**src/rtl/wom_pkg.sv**
```systemverilog
package wom_pkg;

    localparam int DATA_W = 2;
    localparam int CODE_W = 3;

    typedef enum logic [1:0] {
        LOC_ERASED = 2'd0,
        LOC_ONCE   = 2'd1,
        LOC_TWICE  = 2'd2
    } loc_gen_e;

    typedef struct packed {
        logic              prog;
        logic              erase;
        logic [CODE_W-1:0] code;
    } wr_result_t;

    // Light code for a value (at most one bit set)
    function automatic logic [CODE_W-1:0] light_code(input logic [DATA_W-1:0] d);
        logic [CODE_W-1:0] c;
        case (d)
            2'b00:   c = 3'b000;
            2'b01:   c = 3'b001;
            2'b10:   c = 3'b010;
            default: c = 3'b100;
        endcase
        return c;
    endfunction

    // Heavy code: complement of the light code
    function automatic logic [CODE_W-1:0] heavy_code(input logic [DATA_W-1:0] d);
        return ~light_code(d);
    endfunction

    function automatic logic code_is_heavy(input logic [CODE_W-1:0] c);
        return ($countones(c) >= 2);
    endfunction

    function automatic logic [DATA_W-1:0] code_value(input logic [CODE_W-1:0] c);
        logic [CODE_W-1:0] base;
        logic [DATA_W-1:0] d;
        base = code_is_heavy(c) ? ~c : c;
        case (base)
            3'b001:  d = 2'b01;
            3'b010:  d = 2'b10;
            3'b100:  d = 2'b11;
            default: d = 2'b00;
        endcase
        return d;
    endfunction

endpackage

```
**src/rtl/wom_decode.sv**
```systemverilog
module wom_decode
    import wom_pkg::*;
(
    input  logic [CODE_W-1:0] code_in,
    output logic [DATA_W-1:0] value_out,
    output logic              heavy_out
);

    always_comb begin
        heavy_out = code_is_heavy(code_in);
        value_out = code_value(code_in);
    end

endmodule

```
**src/rtl/wom_gen_table.sv**
```systemverilog
module wom_gen_table
    import wom_pkg::*;
#(
    parameter int LOC_AW = 4
) (
    input  logic              clk,
    input  logic              rst,
    input  logic [LOC_AW-1:0] rd_addr,
    output loc_gen_e          rd_gen,
    input  logic              upd_en,
    input  logic [LOC_AW-1:0] upd_addr,
    input  loc_gen_e          upd_gen
);

    localparam int NUM_LOC = 1 << LOC_AW;

    loc_gen_e gen_vec [NUM_LOC];

    for (genvar i = 0; i < NUM_LOC; i++) begin : g_loc
        loc_gen_e gen_q;
        always_ff @(posedge clk) begin
            if (rst) begin
                gen_q <= LOC_ERASED;
            end else if (upd_en && (upd_addr == LOC_AW'(i))) begin
                gen_q <= upd_gen;
            end
        end
        assign gen_vec[i] = gen_q;
    end

    assign rd_gen = gen_vec[rd_addr];

endmodule

```
**src/rtl/wom_write_ctrl.sv**
```systemverilog
module wom_write_ctrl
    import wom_pkg::*;
(
    input  logic              wr_en,
    input  logic [DATA_W-1:0] wr_data,
    input  logic [CODE_W-1:0] cur_code,
    input  logic [DATA_W-1:0] stored_value,
    input  loc_gen_e          gen,
    output wr_result_t        result,
    output logic              upd_en,
    output loc_gen_e          upd_gen
);

    logic [CODE_W-1:0] target;
    logic              covers;
    logic              same_value;

    always_comb begin
        target     = (gen == LOC_ERASED) ? light_code(wr_data) : heavy_code(wr_data);
        covers     = ((cur_code & ~target) == '0);
        same_value = (gen != LOC_ERASED) && (wr_data == stored_value);

        result  = '0;
        upd_en  = 1'b0;
        upd_gen = gen;

        if (wr_en && !same_value) begin
            if ((gen == LOC_TWICE) || !covers) begin
                result.erase = 1'b1;
                upd_en       = 1'b1;
                upd_gen      = LOC_ERASED;
            end else begin
                result.prog = 1'b1;
                result.code = target;
                upd_en      = 1'b1;
                upd_gen     = (gen == LOC_ERASED) ? LOC_ONCE : LOC_TWICE;
            end
        end
    end

endmodule

```
**src/rtl/wom_codec.sv**
```systemverilog
module wom_codec
    import wom_pkg::*;
#(
    parameter int LOC_AW = 4
) (
    input  logic              clk,
    input  logic              rst,
    input  logic              wr_en,
    input  logic [LOC_AW-1:0] wr_addr,
    input  logic [1:0]        wr_data,
    input  logic [2:0]        cur_code,
    output logic [1:0]        rd_data,
    output logic              rd_second,
    output logic              prog_en,
    output logic [2:0]        prog_code,
    output logic              erase_need
);

    loc_gen_e   sel_gen;
    loc_gen_e   upd_gen;
    logic       upd_en;
    wr_result_t res_d;
    wr_result_t res_q;

    wom_decode u_decode (
        .code_in   (cur_code),
        .value_out (rd_data),
        .heavy_out (rd_second)
    );

    wom_gen_table #(.LOC_AW(LOC_AW)) u_table (
        .clk      (clk),
        .rst      (rst),
        .rd_addr  (wr_addr),
        .rd_gen   (sel_gen),
        .upd_en   (upd_en),
        .upd_addr (wr_addr),
        .upd_gen  (upd_gen)
    );

    wom_write_ctrl u_ctrl (
        .wr_en        (wr_en),
        .wr_data      (wr_data),
        .cur_code     (cur_code),
        .stored_value (rd_data),
        .gen          (sel_gen),
        .result       (res_d),
        .upd_en       (upd_en),
        .upd_gen      (upd_gen)
    );

    always_ff @(posedge clk) begin
        if (rst) begin
            res_q <= '0;
        end else begin
            res_q <= res_d;
        end
    end

    assign prog_en    = res_q.prog;
    assign erase_need = res_q.erase;
    assign prog_code  = res_q.code;

endmodule

```
**config.mk**
```make
export PLATFORM = sky130hd
export DESIGN_NAME = wom_codec
export DESIGN_NICKNAME = d
export VERILOG_FILES = /design/src/rtl/wom_pkg.sv /design/src/rtl/wom_decode.sv /design/src/rtl/wom_gen_table.sv /design/src/rtl/wom_write_ctrl.sv /design/src/rtl/wom_codec.sv
export SDC_FILE = /design/constraint.sdc
export NUM_CORES = 1
export LEC_CHECK = 0
export BUFFER_PORTS_ARGS = -buffer_cell sky130_fd_sc_hd__buf_2
export CORE_AREA = 2 2 84 62
export DETAILED_ROUTE_END_ITERATION = 10
export DIE_AREA = 0 0 86 64
export GPL_ROUTABILITY_DRIVEN = 0
export PLACE_DENSITY = 0.6
export SYNTH_ARGS = -nofsm -noshare
export SYNTH_HDL_FRONTEND = slang
export SYNTH_SLANG_ARGS = --single-unit
export TNS_END_PERCENT = 1
```
**constraint.sdc**
```tcl
create_clock -name clk -period 7 [get_ports clk]
set_input_delay 1.4 -clock clk [delete_from_list [all_inputs] [get_ports clk]]
set_output_delay 1.4 -clock clk [all_outputs]
set_load 0.1 [all_outputs]
```
==> results.yml, run 1 <==
status:
  outcome: "completed"
floorplan:
  fp.dieW_um: 86
  die_area_um2: 5500
  rows: 21
  chipHeight_um: 64
  pin_count: 20
  start_util_pct: 43.6
  core_area_um2: 4650
routing:
  first_pass_iters: 4
  drcViolationCount: 0
  vias_per_cell: 5.55
  vias: 1554
  wl_per_cell_um: 15.9
  wirelength_mm: 4.46
  ant_nets: 0
  drt_first_iter_violations: 131
grt:
  antenna_found_initial: 0
  grt_pass1_wl_mm: 7.69
  grt_pass1_vias: 1492
  grt_util_all_layers_pct: 18.2
  gr-total-overflow: 0
  grt_max_degree: 34
yosys:
  syn_area_um2: 2030
  synth_cells: 208
  ys_types: 39
  synth.yosys.seq_area_share_pct: 36.6
  synth_edf_count: 0
  synth_seq_cells: 37
  synth_nets: 221
  syn-mean-instance-area_um2: 9.74
  synth_flop_cell: "dfxtp_1"
  yosysWarnings: 0
  async_reset_ff_share_pct: 0
critical_path:
  path_max_fanout: 7
  path_depth: 6
  endpoint_kind: "output pin"
  path_cells: "buf_2, ha_1, or3_1, a21oi_1, or2_2, buf_2"
  ff2ff_path_depth: 7
  cp.arrival_ns: 3.01
  slowest_stage: "buf_2"
  critical_path.top_delay_family: "buffers and inverters"
  worst-endpoint-required_ns: 5.60
  r2r_setup_slack_ns: 4.69
  regToRegStartpoint: "u_table.g_loc[12].gen_q[0]$_SDFFE_PP0P_"
  crit_start: "cur_code[0]"
  critPathBufInv: 2
  cpMostUsedCell: "buf_2"
  crit_type: "in -> out"
  critPathLaunchType: "input pin"
  cp_slowest_stage_delay_ns: 0.41
  rr_endpoint: "u_table.g_loc[2].gen_q[0]$_SDFFE_PP0P_"
sta:
  worstMarginPinSlew_ns: 0.544
  finalCritPeriodShare_pct: 63.0
  maxSlewHeadroom_pct: 63.7
  clock_skew_ns: 0.00932
  finalSetupViolCount: 0
  fmax_mhz: 227
  period_minus_slack_ns: 4.41
  rsz0062_at_grt: "false"
  hold_violations: 0
  tns_ns: 0
  drv_slew: 0
final_layout:
  postLayoutCoreUtil_pct: 47.6
  nets: 236
  layout-drive-gt1-share_pct: 19.7
  diodes: 0
  fill_cells: 462
  area_delta_synth_final_pct: 9.39
clocking:
  cts_setup_buffers: 0
  holdBufCountCts: 0
  clk_latency_ns: 0.30
  cts_max_path_buffers: 2
  cts_tree: "done"
  cts_sinks: 37
  cts_resized: 0
  htreeDepth: 2
  clkSlewWorstSetupHoldPaths_ns: 0.07
  cts_buffers: 5
  clock-root-buffer: "clkbuf_8"
flow_run:
  drv_cap: 0
worst_hold_path:
  min_to: "u_table.g_loc[5].gen_q[0]$_SDFFE_PP0P_"
  hp-class: "reg -> reg"
  hp-start: "u_table.g_loc[5].gen_q[0]$_SDFFE_PP0P_"
  whs_path_depth: 2
pwr:
  p_per_area_nw_per_um2: 194
  ir_worst_vdd_mv: 0.121
  cellLeakagePower_nw: 0.742
placed_design:
  port_buffers: 19
  dp_hpwl_mm: 3.34
## registers in the layout (all words and copies together), names as in the netlist
| name | cells |
|---|---|
| prog_code | 3 |
| u_table.g_loc.gen_q | 32 |
| erase_need | 1 |
| prog_en | 1 |
## report_power, final
group          internal [W]  leakage [nW]  switching, W
clock network     0.0000781        0.0443     0.0000739
registers          0.000212         0.298   0.000000342
logic             0.0000183         0.400     0.0000468
## kinds of logic (layout without fill, tap and decap cells)
logic type                 after synthesis  in the layout  synth area share (%)
buffers and inverters                   29             44                  6.42
AOI/OAI and AO/OA                       35             35                  15.3
adders and majority gates                1              1                 0.618
and+or+nand+nor                         75             75                  21.2
DFF                                     37             37                  36.6
muxes                                   24             24                  16.8
xor gates and xnor gates                 7              7                  3.03
## layer usage
| layer | part of all wire, % | wire length [µm] | global-route usage, % |
|---|---|---|---|
| met1 | 55 | 2430 | 28.0 |
| met2 | 39 | 1740 | 24.3 |
| met3 | 5.4 | 241 | 5.04 |
| met4 | 1.1 | 49 | 5.36 |
| met5 | 0 | 0 | 0 |
## layout by cell type (no fill, tap or decap), types with 6 or more instances in the layout
cell	synthesis	layout
o32ai_1	16	16
dfxtp_1	37	37
mux4_2	8	8
buf_2	2	19
clkbuf_8	0	6
nor2_1	21	21
nand2b_1	20	20
mux2i_1	16	16
inv_1	18	18
nand2_1	7	7
nor2b_1	6	6
## layout make-up
| type | instances | area, µm² | area share (%) |
|---|---|---|---|
| multi-input combinational | 142 | 1150 | 52.1 |
| sequential | 37 | 741 | 33.4 |
| inverter | 18 | 67.6 | 3.05 |
| tap | 57 | 71.3 | 3.22 |
| timing repair buffer | 19 | 95.1 | 4.29 |
| clock buffer | 7 | 86.3 | 3.90 |
## worst min-delay path, cell delays in order (launching register included)
cell and delay (ns):
dfxtp_1 0.31, nand2b_1 0.06, mux2i_1 0.06
## worst max path at each step
stage	endpoint	slack [ns]
6_report	rd_data[1]	2.59
5_1_grt	rd_data[1]	2.49
4_1_cts	rd_data[1]	2.58
3_5_place_dp	rd_data[1]	2.58
3_3_place_gp	rd_data[1]	2.61
2_1_floorplan	rd_data[0]	2.11
## cell usage after synthesis (4+ instances only)
cell type | number | share of area, %
dfxtp_1 | 37 | 37
nor2_1 | 21 | 3.9
clkbuf_1 | 4 | 0.74
xnor2_1 | 5 | 2.2
o32ai_1 | 16 | 6.9
mux2i_1 | 16 | 7.9
nand2_1 | 7 | 1.3
nand3_1 | 5 | 1.2
mux4_2 | 8 | 8.9
or2_2 | 4 | 1.2
nor2b_1 | 6 | 1.9
nand2b_1 | 20 | 6.2
inv_1 | 18 | 3.3
## metrics by stage
stage          total power, W  setup slack [ns]  instance area, µm²  hold slack, ns  cells
6_report             0.000429              2.59                2220           0.473    280
5_1_grt              0.000445              2.49                2220           0.490    280
4_1_cts              0.000432              2.58                2220           0.478    280
3_5_place_dp         0.000282              2.58                2130           0.461    273
3_3_place_gp         0.000282              2.61                2130           0.459    273
2_1_floorplan        0.000269              2.11                2030           0.445    208
Power figures use the tool's default switching activity.
==> run 2: changes to the inputs <==
PLACE_DENSITY = 0.62   (was 0.6)
clock period = 3.8 ns   (was 7 ns; I/O delays follow)
==> run 2 against run 1 <==
  * Sequential power up 84%
  * Global-route usage down 0.41 points
  * Die area unchanged
  * Clock power is 99% higher
  * Sequential share of layout area down 0.28 points
  * Clock skew fell by 0.0046 ns
  * Worst setup slack got worse by 2.0 ns
  * First-iteration DRC count up 15%
  * Largest cell class unchanged
==> results.yml, run 2 (synthesis gave the netlist of run 1 again) <==
status:
  outcome: "completed"
clocking:
  holdBufCountCts: 0
  cts_buffers: 5
  cts_setup_buffers: 0
  clkSlewWorstSetupHoldPaths_ns: 0.07
  clk_latency_ns: 0.30
  cts_sinks: 37
  clock-root-buffer: "clkbuf_8"
  cts_resized: 0
  htreeDepth: 2
  cts_max_path_buffers: 2
  cts_tree: "done"
final_layout:
  layout_common_cells: "37 x dfxtp_1, 21 x nor2_1, 20 x nand2b_1, 19 x buf_2, 18 x inv_1"
  area_delta_synth_final_pct: 10.3
  largest_reg_flops: 32
  layout-drive-gt1-share_pct: 21.0
  postLayoutCoreUtil_pct: 48.0
  mostFrequentLayoutCell: "dfxtp_1"
  nets: 236
  regMostFlops: "u_table.g_loc.gen_q"
  diodes: 0
sta:
  maxSlewHeadroom_pct: 64.4
  drv_slew: 0
  whs_ns: 0.473
  period_minus_slack_ns: 3.16
  finalCritPeriodShare_pct: 83.1
  worstMarginPinSlew_ns: 0.535
  rsz0062_at_grt: "false"
  clock_skew_ns: 0.00471
  tns_ns: 0
  setup_ws_ns: 0.640
  fmax_mhz: 316
  finalSetupViolCount: 0
  hold_violations: 0
grt:
  grt_pass1_wl_mm: 7.47
  grt_pass1_vias: 1432
  grt_util_all_layers_pct: 17.8
  grt_max_degree: 34
  antenna_found_initial: 0
  gr-total-overflow: 0
critical_path:
  slowest_stage: "buf_2"
  crit_start: "cur_code[0]"
  path_cells: "buf_2, ha_1, or3_1, a21oi_1, or2_2, buf_2"
  regToRegStartpoint: "u_table.g_loc[7].gen_q[0]$_SDFFE_PP0P_"
  worst-endpoint-required_ns: 3.04
  cpMostUsedCell: "buf_2"
  cp.arrival_ns: 2.40
  critPathLaunchType: "input pin"
  cp_slowest_stage_delay_ns: 0.41
  endpoint_kind: "output pin"
  ff2ff_path_depth: 7
  path_max_fanout: 7
  crit_type: "in -> out"
routing:
  ant_nets: 0
  wl_per_cell_um: 16.2
  wirelength_mm: 4.56
  drt_first_iter_violations: 151
  drcViolationCount: 0
  vias_per_cell: 5.65
  vias: 1587
  first_pass_iters: 4
floorplan:
  start_util_pct: 43.6
  die_area_um2: 5500
  core_area_um2: 4650
  pin_count: 20
  rows: 21
  fp.dieW_um: 86
  chipHeight_um: 64
worst_hold_path:
  hp-start: "u_table.g_loc[4].gen_q[0]$_SDFFE_PP0P_"
  hp-class: "reg -> reg"
  whs_path_depth: 2
pwr:
  ir_worst_vdd_mv: 0.205
  cellLeakagePower_nw: 0.752
  p_per_area_nw_per_um2: 364
  p_total_w: 0.000814
placed_design:
  dp_hpwl_mm: 3.49
  port_buffers: 19
  post-place-ws_ns: 0.648
flow_run:
  drv_cap: 0
-- run 2: worst paths after layout --
check | end | slack (ns)
setup reg to reg | u_table.g_loc[2].gen_q[0]$_SDFFE_PP0P_ | 1.51
hold reg to reg | u_table.g_loc[4].gen_q[0]$_SDFFE_PP0P_ | 0.47
hold / removal | u_table.g_loc[4].gen_q[0]$_SDFFE_PP0P_ | 0.47
setup / recovery | rd_data[1] | 0.64
-- run 2: metal layers --
| layer | wire [µm] | vias to the layer above | GRT usage (%) |
|---|---|---|---|
| met1 | 2320 | 747 | 27.8 |
| met5 | 0 | - | 0 |
| met3 | 343 | 7 | 4.39 |
| met4 | 61 | 0 | 5.16 |
| li1 | - | 783 | - |
| met2 | 1830 | 50 | 23.7 |
-- run 2: final cells by class --
cell class	count	area [µm²]
multi-input cells	142	1160
inverters	18	67.6
clock inverters	1	5.00
repair buffers	19	95.1
clock buffers	7	96.3
well taps	57	71.3
fillers	453	2420
flip-flops and latches	37	741
-- run 2: critical path, delay by kind of cell --
| kind | cells | cell delay, ns |
|---|---|---|
| buffers and inverters | 2 | 0.55 |
| adder cells (fa/ha/maj) | 1 | 0.34 |
| AO/OA/AOI/OAI | 1 | 0.24 |
| AND/OR/NAND/NOR | 2 | 0.50 |
-- run 2: where the power goes --
group	switching [W]	internal, W
clock network	0.000139	0.000164
logic	0.0000865	0.0000339
registers	0.000000702	0.000390
-- run 2: through the flow --
stage,std cells,instance area [µm²]
2_1_floorplan,208,2030
3_3_place_gp,273,2130
3_5_place_dp,273,2130
4_1_cts,281,2230
5_1_grt,281,2230
6_report,281,2230
==> run 3: changes to the inputs <==
PLACE_DENSITY = 0.6   (was 0.62)
clock period = 3.25 ns   (was 3.8 ns; I/O delays follow)
==> run 3 against run 2 <==
  * Clock power is 39% higher
  * First-iteration DRC count is 14% higher
  * Critical path type unchanged
  * Clock-buffer cell count stayed put
  * Global-route usage is 0.86 points higher
  * Sequential share of layout area is 0.44 points lower
  * Largest power group unchanged
  * Sequential power is 17% higher
  * Critical path depth stayed put
  * Final cell count is 0.71% higher
==> results.yml, run 3 (synthesis gave the netlist of run 1 again) <==
sta:
  clock_skew_ns: 0.0130
  period_minus_slack_ns: 2.99
  whs_ns: 0.475
  rsz0062_at_grt: "false"
  fmax_mhz: 334
  worstMarginPinSlew_ns: 0.501
  tns_ns: 0
  finalSetupViolCount: 0
  setup_ws_ns: 0.258
  hold_violations: 0
  drv_slew: 0
  finalCritPeriodShare_pct: 92.1
  maxSlewHeadroom_pct: 66.6
grt:
  grt_max_degree: 34
  gr-total-overflow: 0
  grt_pass1_vias: 1493
  antenna_found_initial: 0
  grt_util_all_layers_pct: 18.7
  grt_pass1_wl_mm: 7.74
routing:
  vias: 1597
  vias_per_cell: 5.64
  ant_nets: 0
  first_pass_iters: 4
  wl_per_cell_um: 16.5
  wirelength_mm: 4.68
  drcViolationCount: 0
  drt_first_iter_violations: 172
clocking:
  clk_latency_ns: 0.30
  clkSlewWorstSetupHoldPaths_ns: 0.07
  cts_max_path_buffers: 2
  cts_tree: "done"
  htreeDepth: 2
  cts_resized: 0
  cts_sinks: 37
  cts_buffers: 5
  holdBufCountCts: 0
  clock-root-buffer: "clkbuf_8"
  cts_setup_buffers: 0
floorplan:
  core_area_um2: 4650
  fp.dieW_um: 86
  start_util_pct: 43.6
  pin_count: 20
  rows: 21
  chipHeight_um: 64
  die_area_um2: 5500
pwr:
  internal-power_w: 0.000746
  p_per_area_nw_per_um2: 450
  cellLeakagePower_nw: 0.765
  p_switching_w: 0.000274
  pwr-share-comb_pct: 14.0
  netSwitchingFraction_pct: 26.8
  pwr-share-clk_pct: 41.2
  sequentialPowerShare_pct: 44.8
  ir_worst_vdd_mv: 0.271
  p_total_w: 0.00102
final_layout:
  largest_reg_flops: 32
  nets: 238
  diodes: 0
  layout_common_cells: "37 x dfxtp_1, 21 x nor2_1, 20 x nand2b_1, 19 x buf_2, 18 x inv_1"
  fin_area_um2: 2260
  regMostFlops: "u_table.g_loc.gen_q"
  mostFrequentLayoutCell: "dfxtp_1"
  fill_cells: 444
  layout-drive-gt1-share_pct: 21.2
  area_delta_synth_final_pct: 11.8
critical_path:
  path_max_fanout: 7
  critPathLaunchType: "input pin"
  rr_endpoint: "u_table.g_loc[13].gen_q[0]$_SDFFE_PP0P_"
  r2r_setup_slack_ns: 0.94
  cp.arrival_ns: 2.34
  ff2ff_path_depth: 7
  worst-endpoint-required_ns: 2.60
  regToRegStartpoint: "u_table.g_loc[1].gen_q[0]$_SDFFE_PP0P_"
  crit_type: "in -> out"
  endpoint_kind: "output pin"
flow_run:
  drv_cap: 0
placed_design:
  port_buffers: 19
  post-place-ws_ns: 0.129
  dp_hpwl_mm: 3.48
  place_area_um2: 2150
worst_hold_path:
  whs_path_depth: 2
  min_to: "u_table.g_loc[14].gen_q[0]$_SDFFE_PP0P_"
  hp-start: "u_table.g_loc[14].gen_q[0]$_SDFFE_PP0P_"
  hp-class: "reg -> reg"
status:
  outcome: "completed"
[run 3: changes by cell type in the layout (fill, tap and decap cells not counted), sizes merged]
cell	change
buf	+2
clkinv	-1
bufinv	+1
[run 3: cell type report]
class | count | area (µm²) | area share (%)
repair buffers | 21 | 110 | 4.86
multi-input cells | 142 | 1160 | 51.2
clock buffers | 7 | 86.3 | 3.81
well taps | 57 | 71.3 | 3.15
flip-flops and latches | 37 | 741 | 32.7
clock inverters | 1 | 30.0 | 1.33
inverters | 18 | 67.6 | 2.98
[run 3: worst max-delay path by stage]
stage	slack, ns	from	to	cells after the start
6_report	0.26	cur_code[0]	rd_data[1]	6
3_3_place_gp	0.13	cur_code[0]	u_table.g_loc[11].gen_q[1]$_SDFFE_PP0P_	9
3_5_place_dp	0.13	cur_code[0]	u_table.g_loc[11].gen_q[1]$_SDFFE_PP0P_	9
2_1_floorplan	0.13	cur_code[0]	u_table.g_loc[11].gen_q[1]$_SDFFE_PP0P_	8
5_1_grt	0.19	cur_code[0]	rd_data[1]	6
4_1_cts	0.27	cur_code[0]	rd_data[1]	6
[run 3: power by group through the flow]
stage | clock, W | combinational, W | sequential (W)
2_1_floorplan | 0 | 0.000101 | 0.000479
3_3_place_gp | 0 | 0.000142 | 0.000467
3_5_place_dp | 0 | 0.000142 | 0.000467
4_1_cts | 0.000428 | 0.000143 | 0.000456
5_1_grt | 0.000450 | 0.000154 | 0.000456
6_report | 0.000421 | 0.000143 | 0.000456
[run 3: worst max-delay path, stage by stage]
cell	delay [ns]
buf_2	0.15
ha_1	0.34
or3_1	0.35
a21oi_1	0.27
or2_2	0.16
buf_2	0.41
[run 3: stage by stage]
step           utilization [%]  cells
4_1_cts                   48.7    283
3_3_place_gp              46.2    275
3_5_place_dp              46.2    275
2_1_floorplan                -    208
6_report                  48.7    283
5_1_grt                   48.7    283
[run 3: metal layers]
metal	part of all wire (%)	track usage (%)	vias to the layer above
met1	51	29.0	758
met3	7.4	5.94	7
met5	0	0	-
met4	1.3	6.35	0
met2	40	23.6	50
li1	-	-	782
